$ cat config.mk
export PLATFORM = sky130hd
export DESIGN_NAME = hwloop_ctrl
export DESIGN_NICKNAME = d
export VERILOG_FILES = /design/src/rtl/hwl_pkg.sv /design/src/rtl/hwl_loop_reg.sv /design/src/rtl/hwl_pc_sel.sv /design/src/rtl/hwl_cr_mux.sv /design/src/rtl/hwloop_ctrl.sv
export SDC_FILE = /design/constraint.sdc
export NUM_CORES = 1
export LEC_CHECK = 0
export BUFFER_PORTS_ARGS = -buffer_cell sky130_fd_sc_hd__buf_2
export CAP_MARGIN = 25
export CORE_AREA = 2 2 172 174
export DETAILED_ROUTE_END_ITERATION = 7
export DIE_AREA = 0 0 174 176
export GPL_ROUTABILITY_DRIVEN = 0
export PLACE_DENSITY = 0.67
export SLEW_MARGIN = 10
export SYNTH_ARGS = -nofsm -noshare
export SYNTH_HDL_FRONTEND = slang
export SYNTH_SLANG_ARGS = --single-unit
$ cat constraint.sdc
create_clock -name clk -period 2.8 [get_ports clk]
set_input_delay 0.28 -clock clk [delete_from_list [all_inputs] [get_ports clk]]
set_output_delay 0.28 -clock clk [all_outputs]
set_load 0.005 [all_outputs]
$ cat src/rtl/hwl_pkg.sv
package hwl_pkg;
  localparam int HWL_LEVELS = 2;

  typedef enum logic [1:0] {
    CR_START0 = 2'd0,
    CR_COUNT0 = 2'd1,
    CR_START1 = 2'd2,
    CR_COUNT1 = 2'd3
  } cr_sel_e;
endpackage

$ cat src/rtl/hwl_loop_reg.sv
module hwl_loop_reg #(
  parameter int AW = 32,
  parameter int CW = 32,
  parameter int DW = 32
) (
  input  logic          clk,
  input  logic          rst,
  input  logic          set_en,
  input  logic [AW-1:0] set_start,
  input  logic [CW-1:0] set_count,
  input  logic          wr_start,
  input  logic          wr_count,
  input  logic [DW-1:0] wr_data,
  input  logic          step,
  output logic [AW-1:0] start_q,
  output logic [CW-1:0] count_q,
  output logic          again
);
  assign again = count_q > CW'(1);

  always_ff @(posedge clk) begin
    if (rst) begin
      start_q <= '0;
      count_q <= '0;
    end else if (set_en) begin
      start_q <= set_start;
      count_q <= (set_count == '0) ? CW'(1) : set_count;
    end else begin
      if (wr_start) start_q <= wr_data[AW-1:0];
      if (wr_count)  count_q <= wr_data[CW-1:0];
      else if (step) count_q <= again ? count_q - CW'(1) : '0;
    end
  end
endmodule

$ cat src/rtl/hwl_pc_sel.sv
module hwl_pc_sel #(
  parameter int AW = 32
) (
  input  logic          pkt_valid,
  input  logic          br_taken,
  input  logic [AW-1:0] br_target,
  input  logic          end0,
  input  logic          end1,
  input  logic [AW-1:0] fallthru,
  input  logic [AW-1:0] start0,
  input  logic [AW-1:0] start1,
  input  logic          again0,
  input  logic          again1,
  output logic [AW-1:0] nxt,
  output logic          redirect,
  output logic [1:0]    step
);
  logic take0, take1;

  always_comb begin
    step[0]  = pkt_valid && !br_taken && end0;
    take0    = step[0] && again0;
    step[1]  = pkt_valid && !br_taken && end1 && !take0;
    take1    = step[1] && again1;
    redirect = take0 || take1;
    if (br_taken)   nxt = br_target;
    else if (take0) nxt = start0;
    else if (take1) nxt = start1;
    else            nxt = fallthru;
  end
endmodule

$ cat src/rtl/hwl_cr_mux.sv
module hwl_cr_mux #(
  parameter int AW = 32,
  parameter int CW = 32,
  parameter int DW = 32
) (
  input  logic [1:0]    addr,
  input  logic [AW-1:0] start_q [hwl_pkg::HWL_LEVELS],
  input  logic [CW-1:0] count_q [hwl_pkg::HWL_LEVELS],
  output logic [DW-1:0] rd
);
  import hwl_pkg::*;
  always_comb begin
    unique case (cr_sel_e'(addr))
      CR_START0: rd = DW'(start_q[0]);
      CR_COUNT0: rd = DW'(count_q[0]);
      CR_START1: rd = DW'(start_q[1]);
      default:   rd = DW'(count_q[1]);
    endcase
  end
endmodule

$ cat src/rtl/hwloop_ctrl.sv
module hwloop_ctrl #(
  parameter int AW = 32,
  parameter int CW = 32,
  parameter int DW = (AW > CW) ? AW : CW
) (
  input  logic          clk,
  input  logic          rst,
  input  logic          setup_valid,
  input  logic          setup_sel,
  input  logic [AW-1:0] setup_start,
  input  logic [CW-1:0] setup_count,
  input  logic          pkt_valid,
  input  logic [AW-1:0] pkt_fallthru,
  input  logic          pkt_end0,
  input  logic          pkt_end1,
  input  logic          pkt_br_taken,
  input  logic [AW-1:0] pkt_br_target,
  input  logic          cr_we,
  input  logic [1:0]    cr_addr,
  input  logic [DW-1:0] cr_wdata,
  output logic [DW-1:0] cr_rdata,
  output logic [AW-1:0] next_pc,
  output logic          next_valid,
  output logic          loop_back
);
  import hwl_pkg::*;

  logic [AW-1:0] start_q [HWL_LEVELS];
  logic [CW-1:0] count_q [HWL_LEVELS];
  logic [HWL_LEVELS-1:0] again;
  logic [HWL_LEVELS-1:0] step;
  logic [AW-1:0] nxt;
  logic          redirect;
  logic [DW-1:0] rd;

  for (genvar i = 0; i < HWL_LEVELS; i++) begin : g_lvl
    hwl_loop_reg #(.AW(AW), .CW(CW), .DW(DW)) u_loop (
      .clk      (clk),
      .rst      (rst),
      .set_en   (setup_valid && (setup_sel == 1'(i))),
      .set_start(setup_start),
      .set_count(setup_count),
      .wr_start (cr_we && (cr_addr == 2'(2*i))),
      .wr_count (cr_we && (cr_addr == 2'(2*i+1))),
      .wr_data  (cr_wdata),
      .step     (step[i]),
      .start_q  (start_q[i]),
      .count_q  (count_q[i]),
      .again    (again[i])
    );
  end

  hwl_pc_sel #(.AW(AW)) u_sel (
    .pkt_valid(pkt_valid),
    .br_taken (pkt_br_taken),
    .br_target(pkt_br_target),
    .end0     (pkt_end0),
    .end1     (pkt_end1),
    .fallthru (pkt_fallthru),
    .start0   (start_q[0]),
    .start1   (start_q[1]),
    .again0   (again[0]),
    .again1   (again[1]),
    .nxt      (nxt),
    .redirect (redirect),
    .step     (step)
  );

  hwl_cr_mux #(.AW(AW), .CW(CW), .DW(DW)) u_rd (
    .addr   (cr_addr),
    .start_q(start_q),
    .count_q(count_q),
    .rd     (rd)
  );

  always_ff @(posedge clk) begin
    if (rst) begin
      next_pc    <= '0;
      next_valid <= 1'b0;
      loop_back  <= 1'b0;
      cr_rdata   <= '0;
    end else begin
      next_pc    <= nxt;
      next_valid <= pkt_valid;
      loop_back  <= redirect;
      cr_rdata   <= rd;
    end
  end
endmodule

# [Word-level counts from Yosys, hierarchy flattened]
# Cells that the tools add are included.
[word_totals] ff_bits=194 input_bits=171 output_inout_bits=66
[classes] add_sub_neg=2 order_cmp=2 eq_ne=3 muxes=17 bitwise_logic=1 n_reduce_logical=21
[op_table] cell="two-way mux 32 bit" n=16
[op_table] cell="one-hot mux 32 bit (3 select lines)" n=1
[op_table] cell="greater-than comparator 32 x 1 -> 1 bit, second input constant" n=2
[op_table] cell="subtractor 32 x 1 -> 32 bit, second input constant" n=2
[op_table] cell="logical NOT 32 bit" n=1
[op_table] cell="logical AND 1 bit" n=12
[op_table] cell="nonzero test 3 bit" n=2
[op_table] cell="equality test 2 bit, second input constant" n=2
[op_table] cell="nonzero test 2 bit" n=2
[op_table] cell="equality test 2 x 1 -> 1 bit, second input constant" n=1
[op_table] cell="logical NOT 1 bit" n=2
[op_table] cell="logical NOT 2 bit" n=1
[op_table] cell="logical OR 1 bit" n=1
[op_table] cell="NOT 1 bit" n=1

# [Depth between registers and ports, before layout]
# Gate-level depths: netlist (run 1).
[depth] ltp_word=10 ltp_mapped=9 depth_no_buf=8

# [Hierarchy]
# A second synthesis (run 1) with hierarchy kept.
[unflattened] hier_cells=1485 area_unflattened_um2=12290.5
[modules_own_cells] mod="hwl_loop_reg" instances=2 cells_each=552 area_per_inst_um2=4121.5
[modules_own_cells] mod="hwloop_ctrl" instances=1 cells_each=145 area_per_inst_um2=1840.5
[modules_own_cells] mod="hwl_pc_sel" instances=1 cells_each=197 area_per_inst_um2=1392.6
[modules_own_cells] mod="hwl_cr_mux" instances=1 cells_each=39 area_per_inst_um2=814.5

# [Worst setup path after synthesis (run 1)]
# Ideal clock, no wire load.
[synth_path] path_type="register -> register" from="reg g_lvl[1].u_loop.count_q[19]" to="reg g_lvl[1].u_loop.count_q[25]" setup_time_ns=0.117 t_arrival_ns=2.655 required_time_ns=2.683 setup_slack_ns=0.028 path_stages_with_launch=9 synth_period_minus_slack_ns=2.772 cell_sequence="dfxtp_1 > or4_1 > clkbuf_1 > or4_1 > nor4_4 > nand2b_1 > buf_2 > o22ai_1 > a22o_1"
[synth_via] elab_chain_cells=5 elab_cells_between_ends=6 classes_between="add/sub: 1; order compare: 1; mux: 4"
[synth_rtl] element="start: declaration" line="hwl_loop_reg.sv:16" text="output logic [CW-1:0] count_q,"
[synth_rtl] element="start signal: assignment" line="hwl_loop_reg.sv:27" text="count_q <= (set_count == '0) ? CW'(1) : set_count;"
[synth_rtl] element="start signal: assignment" line="hwl_loop_reg.sv:30" text="if (wr_count) count_q <= wr_data[CW-1:0];"
[synth_rtl] element="start signal: assignment" line="hwl_loop_reg.sv:31" text="else if (step) count_q <= again ? count_q - CW'(1) : '0;"
[synth_rtl] element="subtractor 32 x 1 -> 32 bit / greater-than comparator 32 x 1 -> 1 bit (equally long branches)" line="hwl_loop_reg.sv:31, hwl_loop_reg.sv:19"
[synth_rtl] element="two-way mux 32 bit * (2 in a row)" line="hwl_loop_reg.sv:31"
[synth_rtl] element="two-way mux 32 bit *" line="hwl_loop_reg.sv:30"
[synth_rtl] element="two-way mux 32 bit *" line="hwl_loop_reg.sv:25" text="end else if (set_en) begin"
# Every way passes the cells marked *; elsewhere a longest branch is shown, timed or not. The select of a mux whose other input is x is not followed.
# A chain may end at the register's enable or synchronous reset.

# [Worst setup path after layout (run 1)]
[layout_path] from="reg g_lvl[1].u_loop.count_q[14]" to="reg g_lvl[1].u_loop.count_q[20]"
# Same word-level chain as after synthesis.

==> results of run 1 <==
==> flip-flops by register name, indices dropped and copies added (netlist names) <==
name / flops
g_lvl.u_loop.count_q: 64
next_pc: 32
cr_rdata: 32
next_valid: 1
loop_back: 1
g_lvl.u_loop.start_q: 64
==> worst min-delay path by stage <==
stage,startpoint,endpoint
final,pkt_br_target[3],next_pc[3]$_SDFF_PP0_
after global routing,pkt_br_target[23],next_pc[23]$_SDFF_PP0_
after CTS,pkt_br_target[11],next_pc[11]$_SDFF_PP0_
after detailed placement,pkt_br_target[8],next_pc[8]$_SDFF_PP0_
after global placement,g_lvl[0].u_loop.count_q[15]$_SDFFE_PP0P_,g_lvl[0].u_loop.count_q[15]$_SDFFE_PP0P_
after floorplan,pkt_valid,next_valid$_SDFF_PP0_
==> timing repair <==
item	in CTS	in global routing
setup endpoints to repair	0	9
resized for setup	0	1
hold buffers	0	0
buffers inserted	0	1
==> routing by layer <==
metal	vias to the layer above	global-route usage	part of all wire
met1	5574	0.3716	0.41
met5	-	0	0.0013
met3	113	0.06589	0.11
met2	774	0.4245	0.45
li1	5247	-	-
met4	4	0.1183	0.034
==> synthesized netlist by cell type, types with 3 or more instances <==
cell      count  share of area
a211oi_1     73          0.051
a21o_1        3         0.0021
a21oi_1      76          0.035
a221o_1       3         0.0028
a221oi_1     11         0.0089
a22o_1        3         0.0024
a22oi_1      35          0.024
a31oi_1       9         0.0052
a32o_1        9         0.0084
and2_1       34          0.020
and3_1       18          0.010
buf_1         8         0.0028
buf_2         8         0.0037
clkbuf_1     92          0.032
dfxtp_1     194           0.36
ha_1          4         0.0046
inv_1         9         0.0031
mux2i_1      96          0.089
mux4_2       32          0.067
nand2_1      64          0.022
nand2b_1      3         0.0017
nand3_1      30          0.014
nand3b_1      7         0.0049
nand4_1      11         0.0064
nand4b_1      5         0.0041
nor2_1      130          0.045
nor2b_1       4         0.0023
nor3_1       36          0.017
nor4_1       31          0.018
o211ai_1     26          0.018
o21ai_0      90          0.042
o21ai_1       4         0.0019
o221ai_1      4         0.0033
o22ai_1       5         0.0029
o31a_1        4         0.0033
o31ai_1      12         0.0084
o41ai_1       8         0.0065
or2_2         6         0.0035
or3_1        11         0.0064
or4_1        12         0.0084
xor2_1        4         0.0033
==> where the power goes <==
part	leakage, nW	internal, mW	total, mW	switching [mW]
clock	0.309	1.46	2.69	1.22
combinational	3.60	0.900	2.12	1.21
sequential	1.60	2.99	3.22	0.231
==> cell families after synthesis <==
| family | Yosys count | share of synthesized area |
|---|---|---|
| muxes | 128 | 0.1562 |
| AOI/OAI and AO/OA | 388 | 0.2374 |
| xor gates and xnor gates | 6 | 0.004881 |
| DFF | 194 | 0.3608 |
| buffers and inverters | 117 | 0.04172 |
| adders and majority gates | 4 | 0.004649 |
| and+or+nand+nor | 413 | 0.1943 |
==> critical path, delay by kind of cell, from the launching register on <==
family          cells  cell delay (ns)
simple gates        3             1.40
compound gates      3             0.47
flops               1             0.37
buf+inv             2             0.36
==> metrics by stage <==
step / setup WS [ns] / hold WS, ns / util / cells / instance area [µm²]
after floorplan: 0.02813 / 0.4082 / - / 1250 / 10770
after detailed placement: 0.1071 / 0.5058 / 0.4473 / 1846 / 12770
after global routing: 0.002593 / 0.04679 / 0.4697 / 1881 / 13410
final: 0.1055 / 0.05287 / 0.4697 / 1881 / 13410
after CTS: 0.08645 / 0.03861 / 0.4691 / 1878 / 13390
after global placement: 0.1342 / 0.4955 / 0.4473 / 1846 / 12770
==> area by class of cell <==
type | count | area [µm²] | share of cell area
antenna | 2 | 5.005 | 0.0003732
clock buffer | 18 | 439.2 | 0.03275
clock inverter | 14 | 185.2 | 0.01381
inverter | 9 | 33.78 | 0.002519
multi-input combinational | 939 | 6472 | 0.4827
sequential | 194 | 3884 | 0.2896
tap | 384 | 480.5 | 0.03583
timing repair buffer | 321 | 1909 | 0.1424
==> flow_metrics.tcl, run 1 <==
set metrics [dict create \
    die_width_um 174 \
    cts_root_buffer "clkbuf_16" \
    post_route_cells_drive_above_1_share 0.2702 \
    endpoints_failing_setup 0 \
    floorplan.die_area_um2 30620 \
    synth_nets 1425 \
    crit_top_cell "buf_4" \
    timing.critical_path.arrival_ns 3.04 \
    yosysWarnings 0 \
    worstSetupPathType "reg -> reg" \
    status "finished clean" \
    power.total_mw 8.022 \
    detailed_router_iteration_count_before_antenna_repair 6 \
    mostFrequentLayoutCells "buf_2, dfxtp_1, nor2_1" \
    finish.net_count 1657 \
    tightestPinTransition_ns 0.8307 \
    via_density_per_instance 6.226 \
    cts.htree.levels 4 \
    synth_top_flop_cell "dfxtp_1" \
    buffer_ports.inserted 236 \
    static-leakage-power_nw 5.510 \
    postSynthRegisterBits 194 \
    min_path_type "in -> reg" \
    placementRows 62 \
    globalRouteOverflowTotal 0 \
    grt_use_total 0.2763 \
    number_of_flops_mapped_to_enable_cells_by_yosys 0 \
    cts_buffers 17 \
    critical_path.reg2reg.endpoint "g_lvl[1].u_loop.count_q[20]$_SDFFE_PP0P_" \
    finalWirelength_um 43100 \
    cts-root-to-sink-buffers 2 \
    area.growth.synth_to_final_pct 24.56 \
    crit_chain "or4_1 > or4_4 > nor4_4 > buf_4 > buf_4 > o21bai_1 > a21oi_1 > o221a_2" \
    timing.final.hold_violations 0 \
    slew-limit-headroom 0.4441 \
    grt_first_pass_wirelength_um 65610 \
    synthesis.area_um2 10770 \
    grt_setup_unrepaired "no" \
    route.detailed.wl_per_inst_um 22.91 \
    final.setup.tns_ns 0 \
    layout.cells.most_common "buf_2" \
    grt_pass1_vias 11063 \
    pin_count 237 \
    start_util 0.3771 \
    power_density_nw_per_um2 598.3 \
    critPathRequiredTime_ns 3.15 \
    fillerInstances 2800 \
    die_h_um 176 \
    maximum_number_of_pins_on_one_net_before_global_route_repair 94 \
    r2r_slack_ns 0.11 \
    cts_tree "built" \
    detailroute.via_count 11712 \
    final_number_of_max_transition_violations 0 \
    syn_inst 1250 \
    achievable-frequency_mhz 371.1 \
    r2r-start "g_lvl[1].u_loop.count_q[14]$_SDFFE_PP0P_" \
    crit_end "g_lvl[1].u_loop.count_q[20]$_SDFFE_PP0P_" \
    route.antenna.remaining_nets 0 \
    cp_slowest_cell "or4_1" \
    max_cap_violation_count 0 \
    synth.yosys.seq_area_share 0.3608 \
    ir_drop_uv 452.5 \
    numClockSinks 194 \
    setup.worst_path.end_class "flop" \
    finClkSkew_ns 0.01289 \
    clk_transition_reported_paths_ns 0.08 \
    first_iter_violations 1720 \
    min_period_over_period 0.9623 \
    startpoint_type "flop" \
    route.detailed.drc 0 \
    finalWorstPathRequiredPeriod_ns 2.695 \
    cp_slowest_stage_delay_ns 0.54 \
    design.core.area_um2 28550 \
    initial_antenna_violation_count 5 \
    worstSkewPairLatency_ns 0.45 \
    synthDistinctLibCells 60 \
    postSynthAreaPerCell_um2 8.612 \
    path_max_fanout 15 \
    ff2ff_path_depth 8 \
    critical_path.startpoint "g_lvl[1].u_loop.count_q[14]$_SDFFE_PP0P_" \
    synthArstFlopShare 0 \
    post-dp-hpwl_um 31270 \
    whs_path_depth 3 \
]
(Power assumes the default switching activity.)
==> inputs of run 2 (changes only) <==
ABC_AREA = 1   (was default)
CORE_AREA = 2 2 178 180   (was 2 2 172 174)
DIE_AREA = 0 0 180 182   (was 0 0 174 176)
PLACE_DENSITY = 0.66   (was 0.67)
==> run 2 against run 1 <==
Global-route usage up 2.8 points; first-iteration DRC count increased by 15%; power decreased by 3.8%; routed wire length increased by 18%; sequential share of layout area fell by 0.65 points; count of clock-buffer cells in the layout did not move; maximum frequency increased by 11%; clock skew grew 0.0044 ns; design area is 2.3% higher; sequential power barely moved; setup slack improved by 0.27 ns; via count increased by 18%; largest cell class unchanged; largest power group unchanged; highest routed layer is now met4.
==> flow_metrics.tcl, run 2 <==
set metrics [dict create \
    synthDistinctLibCells 49 \
    die_h_um 182 \
    area.sequential_um2 3884 \
    synth_fa_ha_area_frac 0.004344 \
    num_antenna_cells 0 \
    path_max_fanout 34 \
    setup.worst_path.end_class "flop" \
    worstSkewPairLatency_ns 0.46 \
    floorplan.die_area_um2 32760 \
    cts_buffers 17 \
    number_of_flops_mapped_to_enable_cells_by_yosys 0 \
    multi_input_comb_area_um2 6361 \
    die_width_um 180 \
    min_period_over_period 0.8643 \
    layout.cells.most_common "nand2_1" \
    maximum_number_of_pins_on_one_net_before_global_route_repair 81 \
    synthDominantAreaCellType "dfxtp_1" \
    post_route_cells_drive_above_1_share 0.1766 \
    postSynthRegisterBits 194 \
    postSynthAreaPerCell_um2 6.317 \
    ir_drop_uv 361.4 \
    post_cts_resize_count 0 \
    grt_use_total 0.3039 \
    synth.yosys.seq_area_share 0.3371 \
    worstSetupPathType "reg -> reg" \
    startpoint_type "flop" \
    final.setup.tns_ns 0 \
    finish.net_count 2184 \
    grt_pass1_vias 12863 \
    finClkSkew_ns 0.01732 \
    synth_top_family_by_area "simple AND/OR/NAND/NOR gates" \
    first_iter_violations 1980 \
    postLayoutCellArea_um2 13720 \
    route.detailed.drc 0 \
    achievable-frequency_mhz 413.2 \
    biggestRegsByFlops "g_lvl.u_loop.count_q: 64 flops, g_lvl.u_loop.start_q: 64 flops" \
    hold-worst-slack_ns 0.05531 \
    grt_first_pass_wirelength_um 77090 \
    min_path_type "in -> reg" \
    detailed_router_iteration_count_before_antenna_repair 6 \
    post-dp-hpwl_um 38620 \
    layout.core_utilization 0.4427 \
    tightestPinTransition_ns 0.9266 \
    via_density_per_instance 5.716 \
    placementRows 65 \
    synth_top_flop_cell "dfxtp_1" \
    synthesized_area_fraction_occupied_by_xor_and_xnor_cells 0.01748 \
    start_util 0.3719 \
    area.growth.synth_to_final_pct 19.06 \
    synthTopCellsByArea "dfxtp_1, nand2_1, o21ai_0" \
    design.core.area_um2 30990 \
    muxShareOfSynthArea 0 \
    buffer_ports.inserted 236 \
    pin_count 237 \
    finalWorstPathRequiredPeriod_ns 2.420 \
    static-leakage-power_nw 6.470 \
    mostFrequentLayoutCells "nand2_1, buf_2, inv_1" \
    synth.most_common_cell "nand2_1" \
    placedInstanceArea_um2 13110 \
    synthesis.area_um2 11520 \
    detailroute.via_count 13856 \
    number_of_placed_instances_with_taps_included 2392 \
    finalWirelength_um 50690 \
    final_number_of_max_transition_violations 0 \
    grt_setup_unrepaired "no" \
    synthArstFlopShare 0 \
    endpoints_failing_setup 0 \
    synth-compound-area-share 0.2273 \
    cts-root-to-sink-buffers 2 \
    max_cap_violation_count 0 \
    slew-limit-headroom 0.3823 \
    cts_hold_buf 0 \
    initial_antenna_violation_count 0 \
    yosysWarnings 0 \
    cts.htree.levels 4 \
    layout.cells.non_filler 2424 \
    timing.critical_path.arrival_ns 2.79 \
    numClockSinks 194 \
    globalRouteOverflowTotal 0 \
    status "finished clean" \
    synth-simple-area-share 0.3014 \
    fillerInstances 3297 \
    critPathRequiredTime_ns 3.17 \
    power_density_nw_per_um2 562.8 \
    timing.final.hold_violations 0 \
    syn_inst 1824 \
    clk_transition_reported_paths_ns 0.08 \
    synth_nets 1999 \
    cts_root_buffer "clkbuf_16" \
    cts_tree "built" \
    route.antenna.remaining_nets 0 \
    synthDominantCellAreaShare 0.3371 \
    post-cts-setup-buffer-count 0 \
    route.detailed.wl_per_inst_um 20.91 \
    synth_top_cells_by_count "nand2_1, inv_1, dfxtp_1, o21ai_0, nor2_1" \
]
[run 2: cell families after synthesis]
| kind of cell | Yosys count |
|---|---|
| and+or+nand+nor | 818 |
| AOI/OAI and AO/OA | 458 |
| buffers and inverters | 327 |
| DFF | 194 |
| xor gates and xnor gates | 23 |
| adders and majority gates | 4 |
[run 2: cell type report]
| class | instances | share of cell area |
|---|---|---|
| multi-input cells | 1303 | 0.4637 |
| flip-flops and latches | 194 | 0.2831 |
| repair buffers | 281 | 0.1144 |
| inverters | 212 | 0.05801 |
| well taps | 402 | 0.03667 |
| clock buffers | 18 | 0.03201 |
| clock inverters | 14 | 0.01213 |
[run 2: worst paths after layout]
check,start,end,slack (ns),cells past startpoint
min,pkt_valid,next_valid$_SDFF_PP0_,0.06,3
min reg2reg,g_lvl[0].u_loop.start_q[30]$_SDFFE_PP0P_,g_lvl[0].u_loop.start_q[30]$_SDFFE_PP0P_,0.48,2
max,g_lvl[1].u_loop.count_q[21]$_SDFFE_PP0P_,next_pc[24]$_SDFF_PP0_,0.38,12
max reg2reg,g_lvl[1].u_loop.count_q[21]$_SDFFE_PP0P_,next_pc[24]$_SDFF_PP0_,0.38,12
[run 2: worst max-delay path: stages (launching register included)]
cell     delay (ns)
dfxtp_1        0.35
inv_1          0.16
nand2_1        0.09
nor2_1         0.17
nand2_1        0.08
nor2_1         0.25
nand3_2        0.14
buf_4          0.27
nand3_4        0.37
nand2_1        0.11
nand2_1        0.08
nand2_1        0.08
a21oi_1        0.16
[run 2: layer usage]
| layer | global-route usage | vias to the layer above | share of wire | wire [µm] |
|---|---|---|---|---|
| li1 | - | 6435 | - | - |
| met4 | 0.2000 | 0 | 0.071 | 3589 |
| met5 | 0 | - | 0 | 0 |
| met3 | 0.06338 | 161 | 0.10 | 5170 |
| met1 | 0.3934 | 6335 | 0.40 | 20510 |
| met2 | 0.4575 | 925 | 0.42 | 21420 |
[run 2: power by group]
| part | internal [mW] | total (mW) | leakage (nW) | switching, mW |
|---|---|---|---|---|
| Clock | 1.37 | 2.60 | 0.294 | 1.22 |
| Sequential | 2.98 | 3.19 | 1.60 | 0.203 |
| Combinational | 0.646 | 1.94 | 4.57 | 1.29 |
| Total | 5.00 | 7.72 | 6.47 | 2.72 |
[run 2: per-stage QoR]
step	setup slack, ns	total power, mW
5_1_grt	0.2269	8.071
3_3_place_gp	0.5200	5.094
4_1_cts	0.4541	7.679
3_5_place_dp	0.4741	5.119
2_1_floorplan	1.044	4.356
6_report	0.3798	7.721
